==> src/rtl/pmev_pkg.sv <==
package pmev_pkg;
   localparam int unsigned REG_W = 16;
   typedef logic [REG_W-1:0] word_t;

   typedef enum logic {REG_RW, REG_W1C} reg_kind_e;

   // Word indices (byte offset >> 1) in the primary window
   localparam int unsigned P_EVT_STS = 0;
   localparam int unsigned P_EVT_EN  = 1;
   localparam int unsigned P_EVT_CTL = 2;
   // Word indices in the secondary window
   localparam int unsigned A_AUX_STS = 0;
   localparam int unsigned A_AUX_EN  = 1;
   localparam int unsigned A_FW_STS  = 2;
   localparam int unsigned A_FW_PAIR = 3;

   // Bit positions the handshakes depend on
   localparam int unsigned B_GBL  = 5;
   localparam int unsigned B_BM   = 4;
   localparam int unsigned B_GRLS = 2;
endpackage

==> src/rtl/pmev_field.sv <==
module pmev_field
   import pmev_pkg::*;
#(
   parameter int unsigned W        = 16,
   parameter reg_kind_e   KIND     = REG_RW,
   parameter word_t       CLR_MASK = '1
) (
   input  logic         clk,
   input  logic         rst_n,
   input  logic         wr_lo,
   input  logic         wr_hi,
   input  logic [7:0]   wdata,
   input  logic [W-1:0] set,
   input  logic [W-1:0] clr,
   output logic [W-1:0] q
);
   if (W < 1 || W > REG_W) begin : g_bad_w
      $error("pmev_field: W out of range");
   end

   logic [W-1:0] lane, wv, nxt;
   logic         unused_ok;

   for (genvar i = 0; i < W; i++) begin : g_bit
      if (i < 8) begin : g_lo
         assign lane[i] = wr_lo;
      end else begin : g_hi
         assign lane[i] = wr_hi;
      end
      assign wv[i] = wdata[i % 8];
   end

   assign unused_ok = &{1'b0, wr_hi, wdata};

   if (KIND == REG_W1C) begin : g_w1c
      assign nxt = ((q & ~(wv & lane & CLR_MASK[W-1:0])) & ~clr) | set;
   end else begin : g_rw
      assign nxt = (((q & ~lane) | (wv & lane)) & ~clr) | set;
   end

   always_ff @(posedge clk or negedge rst_n) begin
      if (!rst_n) q <= '0;
      else        q <= nxt;
   end
endmodule

==> src/rtl/pmev_sci_gen.sv <==
module pmev_sci_gen
   import pmev_pkg::*;
#(
   parameter bit    REGISTERED = 1'b1,
   parameter word_t SRC_MASK   = 16'h0521,
   parameter int unsigned BM_BIT = B_BM
) (
   input  logic  clk,
   input  logic  rst_n,
   input  word_t sts,
   input  word_t en,
   output logic  sci
);
   logic level;
   assign level = (|(sts & en & SRC_MASK)) | sts[BM_BIT];

   if (REGISTERED) begin : g_reg
      always_ff @(posedge clk or negedge rst_n) begin
         if (!rst_n) sci <= 1'b0;
         else        sci <= level;
      end
   end else begin : g_comb
      logic unused_clk;
      assign unused_clk = clk ^ rst_n;
      assign sci = level;
   end
endmodule

==> src/rtl/pmev_regs.sv <==
module pmev_regs
   import pmev_pkg::*;
#(
   parameter int unsigned PRIM_BYTES     = 16,
   parameter int unsigned AUX_BYTES      = 8,
   parameter int unsigned AUX_EN_BITS    = 14,
   parameter int unsigned FW_STS_BITS    = 5,
   parameter int unsigned FW_BITS        = 2,
   parameter word_t       AUX_CLR_MASK   = 16'h000C,
   parameter word_t       SCI_SRC_MASK   = 16'h0521,
   parameter bit          SCI_REGISTERED = 1'b1,
   localparam int unsigned ADDR_W        = $clog2(PRIM_BYTES),
   localparam int unsigned AUX_AW        = $clog2(AUX_BYTES)
) (
   input  logic                   clk,
   input  logic                   rst_n,
   input  logic                   acc_wr,
   input  logic                   acc_aux,
   input  logic [ADDR_W-1:0]      acc_addr,
   input  logic [7:0]             acc_wdata,
   output logic [7:0]             acc_rdata,
   input  logic [REG_W-1:0]       evt_set,
   input  logic [REG_W-1:0]       aux_set,
   input  logic [FW_STS_BITS-1:0] fw_set,
   output logic                   sci_o,
   output logic                   smi_o
);
   if (AUX_BYTES != 8 || PRIM_BYTES < 8 || (1 << ADDR_W) != PRIM_BYTES) begin : g_bad_map
      $error("pmev_regs: unsupported window sizes");
   end
   if (AUX_EN_BITS > REG_W || FW_STS_BITS > 8 || FW_BITS > 8 || FW_BITS < 2) begin : g_bad_width
      $error("pmev_regs: field width out of range");
   end

   // Decode
   logic                wr_p, wr_a;
   logic [ADDR_W-2:0]   p_word;
   logic [AUX_AW-2:0]   a_word;
   logic                byte_hi;

   assign wr_p    = acc_wr & ~acc_aux;
   assign wr_a    = acc_wr &  acc_aux;
   assign p_word  = acc_addr[ADDR_W-1:1];
   assign a_word  = acc_addr[AUX_AW-1:1];
   assign byte_hi = acc_addr[0];

   function automatic logic hit_p(input logic [ADDR_W-2:0] w, input int unsigned k);
      return w == (ADDR_W-1)'(k);
   endfunction
   function automatic logic hit_a(input logic [AUX_AW-2:0] w, input int unsigned k);
      return w == (AUX_AW-1)'(k);
   endfunction

   logic wp_sts, wp_en, wp_ctl, wa_sts, wa_en, wa_fw, wa_fwen, wa_fwctl;
   assign wp_sts   = wr_p & hit_p(p_word, P_EVT_STS);
   assign wp_en    = wr_p & hit_p(p_word, P_EVT_EN);
   assign wp_ctl   = wr_p & hit_p(p_word, P_EVT_CTL);
   assign wa_sts   = wr_a & hit_a(a_word, A_AUX_STS);
   assign wa_en    = wr_a & hit_a(a_word, A_AUX_EN);
   assign wa_fw    = wr_a & hit_a(a_word, A_FW_STS);
   assign wa_fwen  = wr_a & hit_a(a_word, A_FW_PAIR) & ~byte_hi;
   assign wa_fwctl = wr_a & hit_a(a_word, A_FW_PAIR) &  byte_hi;

   // Handshake strobes
   logic grls_wr, gbl_after, gbl_drop;
   word_t evt_sts_set;
   logic [FW_STS_BITS-1:0] fw_sts_set;
   logic [FW_BITS-1:0]     fw_ctl_clr;

   assign grls_wr = wp_ctl & ~byte_hi & acc_wdata[B_GRLS];

   always_comb begin
      evt_sts_set        = evt_set;
      evt_sts_set[B_GBL] = evt_set[B_GBL] | (wa_fwctl & acc_wdata[0]);
      evt_sts_set[B_BM]  = evt_set[B_BM]  | (wa_fwctl & acc_wdata[1]);
      fw_sts_set         = fw_set;
      fw_sts_set[0]      = fw_set[0] | grls_wr;
   end

   // Register state
   word_t                  evt_sts_q, evt_en_q, evt_ctl_q, aux_sts_q;
   logic [AUX_EN_BITS-1:0] aux_en_q;
   logic [FW_STS_BITS-1:0] fw_sts_q;
   logic [FW_BITS-1:0]     fw_en_q, fw_ctl_q;

   assign gbl_after = (evt_sts_q[B_GBL] & ~(wp_sts & ~byte_hi & acc_wdata[B_GBL]))
                    | evt_sts_set[B_GBL];
   assign gbl_drop  = wp_sts & ~byte_hi & ~gbl_after;
   always_comb begin
      fw_ctl_clr    = '0;
      fw_ctl_clr[0] = gbl_drop;
   end

   pmev_field #(.W(REG_W), .KIND(REG_W1C), .CLR_MASK('1)) u_evt_sts (
      .clk, .rst_n, .wr_lo(wp_sts & ~byte_hi), .wr_hi(wp_sts & byte_hi),
      .wdata(acc_wdata), .set(evt_sts_set), .clr('0), .q(evt_sts_q));

   pmev_field #(.W(REG_W), .KIND(REG_RW)) u_evt_en (
      .clk, .rst_n, .wr_lo(wp_en & ~byte_hi), .wr_hi(wp_en & byte_hi),
      .wdata(acc_wdata), .set('0), .clr('0), .q(evt_en_q));

   pmev_field #(.W(REG_W), .KIND(REG_RW)) u_evt_ctl (
      .clk, .rst_n, .wr_lo(wp_ctl & ~byte_hi), .wr_hi(wp_ctl & byte_hi),
      .wdata(acc_wdata), .set('0), .clr('0), .q(evt_ctl_q));

   pmev_field #(.W(REG_W), .KIND(REG_W1C), .CLR_MASK(AUX_CLR_MASK)) u_aux_sts (
      .clk, .rst_n, .wr_lo(wa_sts & ~byte_hi), .wr_hi(wa_sts & byte_hi),
      .wdata(acc_wdata), .set(aux_set), .clr('0), .q(aux_sts_q));

   pmev_field #(.W(AUX_EN_BITS), .KIND(REG_RW)) u_aux_en (
      .clk, .rst_n, .wr_lo(wa_en & ~byte_hi), .wr_hi(wa_en & byte_hi),
      .wdata(acc_wdata), .set('0), .clr('0), .q(aux_en_q));

   pmev_field #(.W(FW_STS_BITS), .KIND(REG_W1C), .CLR_MASK('1)) u_fw_sts (
      .clk, .rst_n, .wr_lo(wa_fw & ~byte_hi), .wr_hi(1'b0),
      .wdata(acc_wdata), .set(fw_sts_set), .clr('0), .q(fw_sts_q));

   pmev_field #(.W(FW_BITS), .KIND(REG_RW)) u_fw_en (
      .clk, .rst_n, .wr_lo(wa_fwen), .wr_hi(1'b0),
      .wdata(acc_wdata), .set('0), .clr('0), .q(fw_en_q));

   pmev_field #(.W(FW_BITS), .KIND(REG_RW)) u_fw_ctl (
      .clk, .rst_n, .wr_lo(wa_fwctl), .wr_hi(1'b0),
      .wdata(acc_wdata), .set('0), .clr(fw_ctl_clr), .q(fw_ctl_q));

   // SCI and SMI
   pmev_sci_gen #(.REGISTERED(SCI_REGISTERED), .SRC_MASK(SCI_SRC_MASK), .BM_BIT(B_BM)) u_sci (
      .clk, .rst_n, .sts(evt_sts_q), .en(evt_en_q), .sci(sci_o));

   always_ff @(posedge clk or negedge rst_n) begin
      if (!rst_n) smi_o <= 1'b0;
      else        smi_o <= grls_wr & fw_en_q[0] & fw_ctl_q[0];
   end

   // Read path
   function automatic logic [7:0] pick(input word_t w, input logic hi);
      return hi ? w[15:8] : w[7:0];
   endfunction

   always_comb begin
      acc_rdata = 8'h00;
      if (!acc_aux) begin
         if (hit_p(p_word, P_EVT_STS))      acc_rdata = pick(evt_sts_q, byte_hi);
         else if (hit_p(p_word, P_EVT_EN))  acc_rdata = pick(evt_en_q, byte_hi);
         else if (hit_p(p_word, P_EVT_CTL)) acc_rdata = pick(evt_ctl_q, byte_hi);
      end else begin
         if (hit_a(a_word, A_AUX_STS))      acc_rdata = pick(aux_sts_q, byte_hi);
         else if (hit_a(a_word, A_AUX_EN))  acc_rdata = pick(REG_W'(aux_en_q), byte_hi);
         else if (hit_a(a_word, A_FW_STS))  acc_rdata = pick(REG_W'(fw_sts_q), byte_hi);
         else if (byte_hi)                  acc_rdata = 8'(fw_ctl_q);
         else                               acc_rdata = 8'(fw_en_q);
      end
   end
endmodule

==> config.mk <==
export PLATFORM = sky130hd
export DESIGN_NAME = pmev_regs
export DESIGN_NICKNAME = d
export VERILOG_FILES = /design/src/rtl/pmev_pkg.sv /design/src/rtl/pmev_field.sv /design/src/rtl/pmev_sci_gen.sv /design/src/rtl/pmev_regs.sv
export SDC_FILE = /design/constraint.sdc
export NUM_CORES = 1
export LEC_CHECK = 0
export ABC_AREA = 0
export BUFFER_PORTS_ARGS = -buffer_cell sky130_fd_sc_hd__buf_2
export CORE_MARGIN = 8
export CORE_UTILIZATION = 56
export DETAILED_ROUTE_END_ITERATION = 12
export GPL_ROUTABILITY_DRIVEN = 0
export GPL_TIMING_DRIVEN = 0
export PLACE_DENSITY = 0.82
export SYNTH_ARGS = -nofsm -noshare
export SYNTH_HDL_FRONTEND = slang
export SYNTH_HIERARCHICAL = 1
export SYNTH_SLANG_ARGS = --single-unit
export TNS_END_PERCENT = 1
==> constraint.sdc <==
create_clock -name clk -period 2.21 [get_ports clk]
set_clock_uncertainty 0.1 [all_clocks]
set_input_delay 0.221 -clock clk [delete_from_list [all_inputs] [get_ports clk]]
set_output_delay 0.221 -clock clk [all_outputs]
set_load 0.05 [all_outputs]
### Word level (Yosys, flattened, before mapping)

Cells that the tools add are included.

* input bits: 53
* output and inout port bits: 10
* logic and storage cells: 105
* flip-flop bits (word level): 89

* bitwise logic cells: 73
* equality and inequality tests: 5
* muxes and demuxes: 14
* reductions and logical operators: 3

Operator list (number)
* 16-bit AND: 7
* 8-bit 2-to-1 mux: 11
* 16-bit bitwise OR: 4
* 16-bit NOT: 3
* 1-bit AND: 29
* 14-bit AND: 2
* 4-bit NOT with 16-bit output: 1
* 14-bit NOT: 1
* 14-bit bitwise OR: 1
* 11-bit AND: 1
* 2-bit AND: 5
* 5-bit AND: 2
* 5-bit 2-to-1 mux: 2
* 5-bit NOT: 1
* 1-bit bitwise OR: 5
* 5-bit bitwise OR: 1
* 4-bit AND: 1
* 2-bit equality test, second input constant: 2
* 1-bit NOT: 4
* 2-bit NOT: 2
* 2-bit bitwise OR: 2
* 4-bit OR reduction: 1
* 3-bit by 1-bit equality test with 1-bit output, second input constant: 1
* 3-bit by 2-bit equality test with 1-bit output, second input constant: 1
* 5 further kinds: 5

### Logic depth before layout (Yosys ltp)

* depth in word-level cells: 12
* gate-level depth with buffers: 8

### By module

Netlist, hierarchy kept.

Modules (own cells, without submodules)
* pmev_field at u_evt_ctl ...: times used 2, seq. area each 400.4 µm², area an instance 703.2 µm², cells an instance 50
* pmev_regs: times used 1, seq. area each 25.0 µm², area an instance 1112.3 µm², cells an instance 159
* pmev_field at u_evt_sts: times used 1, seq. area each 400.4 µm², area an instance 675.6 µm², cells an instance 66
* pmev_field at u_aux_en: times used 1, seq. area each 350.3 µm², area an instance 614.3 µm², cells an instance 44
* pmev_field at u_aux_sts: times used 1, seq. area each 400.4 µm², area an instance 590.6 µm², cells an instance 50
* pmev_field at u_fw_sts: times used 1, seq. area each 125.1 µm², area an instance 206.4 µm², cells an instance 20
* pmev_field at u_fw_ctl ...: times used 2, seq. area each 50.0 µm², area an instance 85.1 µm², cells an instance 6
* pmev_sci_gen: times used 1, seq. area each 25.0 µm², area an instance 43.8 µm², cells an instance 4

### Worst setup path after synthesis

Ideal clock, no wire load.

* kind: in2out
* start: input acc_addr[2]
* end: output acc_rdata[5]
* path buffers: 2
* data arrival time: 2131 ps
* stages on the path: 6
* data required time: 1889 ps
* slack: -242 ps
* cell sequence: buf_2 > nor2_1 > and2_1 > buf_2 > a21oi_1 > o32ai_1

* word-level cells in the longest chain between the ends: 5
* elaborated cells on any way between the ends: 11
* those cells by class: eq/ne: 3; mux: 6; reduce/logical: 2

RTL lines
* start, declared: line pmev_regs.sv:19 `input logic [ADDR_W-1:0] acc_addr,`
* 3-bit by 2-bit equality test with 1-bit output: line pmev_regs.sv:48 `return w == (ADDR_W-1)'(k);`
* 8-bit 2-to-1 mux: line pmev_regs.sv:145 `else if (hit_p(p_word, P_EVT_CTL)) acc_rdata = pick(evt_ctl_q, byte_hi);`
* 8-bit 2-to-1 mux: line pmev_regs.sv:144 `else if (hit_p(p_word, P_EVT_EN)) acc_rdata = pick(evt_en_q, byte_hi);`
* 8-bit 2-to-1 mux: line pmev_regs.sv:143 `if (hit_p(p_word, P_EVT_STS)) acc_rdata = pick(evt_sts_q, byte_hi);`
* 8-bit 2-to-1 mux (*): line pmev_regs.sv:142 `if (!acc_aux) begin`
* end, declared: line pmev_regs.sv:21 `output logic [7:0] acc_rdata,`

Mark *: on every way between the ends. The rest lies on a longest branch, timed or not.

### Worst setup path after layout

* start: register u_fw_sts.q[0]
* end: output acc_rdata[0]

* word-level cells in the longest chain between the ends: 5

RTL lines
* start, declared: line pmev_field.sv:15 `output logic [W-1:0] q`
* start signal, assigned: line pmev_field.sv:43 `else q <= nxt;`
* 5-bit 2-to-1 mux: line pmev_regs.sv:137 `return hi ? w[15:8] : w[7:0];`
* 5-bit 2-to-1 mux: line pmev_regs.sv:149 `else if (hit_a(a_word, A_FW_STS)) acc_rdata = pick(REG_W'(fw_sts_q), byte_hi);`
* 8-bit 2-to-1 mux: line pmev_regs.sv:148 `else if (hit_a(a_word, A_AUX_EN)) acc_rdata = pick(REG_W'(aux_en_q), byte_hi);`
* 8-bit 2-to-1 mux: line pmev_regs.sv:147 `if (hit_a(a_word, A_AUX_STS)) acc_rdata = pick(aux_sts_q, byte_hi);`
* 8-bit 2-to-1 mux: line pmev_regs.sv:142

Every way passes these cells.

==> out/qor.txt <==
status -> complete, but fails checks
failing checks -> setup timing
first-pass GRT wire length -> 21.5 mm
Vias/cell -> 5.15
hold crit path type -> in -> reg
maxcap violations -> 0
P_int -> 2910 uW
fin worst setup slack -> -0.0142 ns
Bufs and invs on worst path -> 1
Yosys Warn Count -> 6
crit start category -> register
hpwl dp -> 9.36 mm
clock slew at reported path FFs -> 0.09 ns
sw power -> 1080 uW
relative slew slack -> 0.509
WL final -> 13.7 mm
Pleak -> 0.00286 uW
Req. time, crit path -> 1.89 ns
Crit path largest cell delay -> 0.47 ns
drt first pass iters -> 5
boundary pin count -> 63
worst skew pair latency -> 0.36 ns
Max IR drop VDD -> 545 uV
post-route clock period utilization -> 1.01
CTS tree -> built
fraction of layout cells with a size suffix above 1 -> 0.170
core area -> 0.00851 mm2
Row Count -> 34
fmax -> 450 MHz
vias in the first global route -> 4422
Starting Density -> 0.566
Setup CP Type -> reg -> out
clock share of power -> 0.379
Mapped Cells -> 454
chip height -> 109 um
clock root buffer -> clkbuf_8
most common cell after layout, fill and taps aside -> conb_1
Critical Path, Cell by Cell -> mux4_2, nor2_2, a21oi_1, a32o_1, buf_6
port buffer count -> 58
power share of the sequential group -> 0.452
DR vias -> 4169
# fillers -> 620
Layout area overhead -> 33.8%
Max Fanout on Critical Path -> 2
DR iter-0 viols -> 178
Comb power frac -> 0.169
number of remaining DRC errors -> 0
Worst EP arrival -> 1.90 ns
Die W -> 109 um
sw frac -> 0.271
Avg WL per Cell -> 17.0 um
grt ovf -> 0
Crit-path slowest cell -> mux4_2
crit path from -> u_fw_sts/q[0]$_DFF_PN0_
Nets -> 749
largest net degree at the start of global routing -> 49
Cell Pwr Density -> 619 mW/mm2
Antenna Diode Count -> 0
placed inst area -> 0.00578 mm2
Die ar. -> 0.0118 mm2
commonest cells after routing, fill and taps aside -> conb_1 (136), dfrtp_1 (89), mux2i_1 (69), buf_2 (67), o21bai_1 (50)
H-tree Lvls -> 3
Hold Startpoint -> evt_set[4]
average size of a mapped cell -> 10.6 um2
Critical Path End Type -> primary output
final setup fails -> 1
Final Hold Vio Count -> 0
max-slew violations -> 0
Longest Clk Path Bufs -> 2
initial antenna violation count -> 0
synthesized area -> 0.00481 mm2
Final Cell Area -> 0.00644 mm2
Tmin final -> 2.22 ns
reg2reg start -> u_evt_sts/q[8]$_DFF_PN0_
gr usage total -> 0.238
CP top delay family -> multiplexers
RSZ-0062 raised after global routing -> yes
post-layout util -> 0.757
Tightest Pin Transition -> 0.730 ns
worst hold margin -> 0.0609 ns
clk sinks -> 89
CTS Buf Count -> 9
Tot Pwr -> 3980 uW
Post-DRT Antenna Nets -> 0
-- metrics by stage --
step	setup WS (ns)	setup TNS [ns]	cells
finish	-0.0142	-0.0142	809
global route	-0.0561	-0.0862	809
CTS	-0.0111	-0.0180	807
detailed placement	0.0814	0	756
global placement	0.00871	0	755
floorplan	-0.242	-1.07	589
-- layer usage --
layer / vias to the layer above / routed length, um / GRT usage
li1: 1947 / - / -
met1: 2024 / 5480 / 0.283
met2: 173 / 7040 / 0.417
met3: 25 / 925 / 0.0449
met4: 0 / 304 / 0.0948
met5: - / 0 / 0
-- power by group through the flow --
stage / clock (uW) / combinational, uW / sequential [uW]
floorplan: 0 / 390 / 1810
global placement: 0 / 567 / 1820
detailed placement: 0 / 594 / 1830
CTS: 1520 / 652 / 1800
global route: 1580 / 732 / 1810
finish: 1510 / 675 / 1800
-- worst reg2reg max path, stage by stage, from the launching register on --
cell	delay (ns)
dfrtp_1	0.40
a222oi_1	0.36
nand2_1	0.09
-- registers in the layout, indices dropped and copies added (netlist names) --
register / count
u_aux_sts/q: 16
u_evt_ctl/q: 16
u_evt_en/q: 16
u_evt_sts/q: 16
u_aux_en/q: 14
u_fw_sts/q: 5
u_fw_ctl/q: 2
u_fw_en/q: 2
smi_o: 1
u_sci/sci: 1
-- what timing repair did --
item | in CTS | in global routing
hold buffers | 35 | 0
buffers inserted | 0 | 2
endpoints found under the setup margin | 2 | 3
pin swaps | 1 | 0
gates resized for setup | 7 | 2
hold endpoints to repair | 75 | 0
-- path summary, 6_finish.rpt --
check | end | slack, ns | cells after the start
setup reg to reg | u_sci/sci$_DFF_PN0_ | 1.14 | 2
hold reg to reg | u_aux_sts/q[5]$_DFF_PN0_ | 0.38 | 1
setup / recovery | acc_rdata[0] | -0.01 | 5
hold / removal | u_evt_sts/q[4]$_DFF_PN0_ | 0.06 | 3
max in group asynchronous | u_evt_ctl/q[13]$_DFF_PN0_ | 1.09 | 3
min in group asynchronous | u_aux_en/q[5]$_DFF_PN0_ | 0.28 | 2
-- area by class of cell --
class                           instances  area (um2)  area share
Clock inverter                          7         146      0.0227
Sequential cell                        89        2230       0.346
Timing Repair Buffer                   96         698       0.108
Clock buffer                            9         124      0.0192
Multi-Input combinational cell        435        2780       0.432
Tap cell                              108         135      0.0210
Buffer                                 26         181      0.0282
Inverter                               39         146      0.0227
Power figures use the tool's default switching activity.
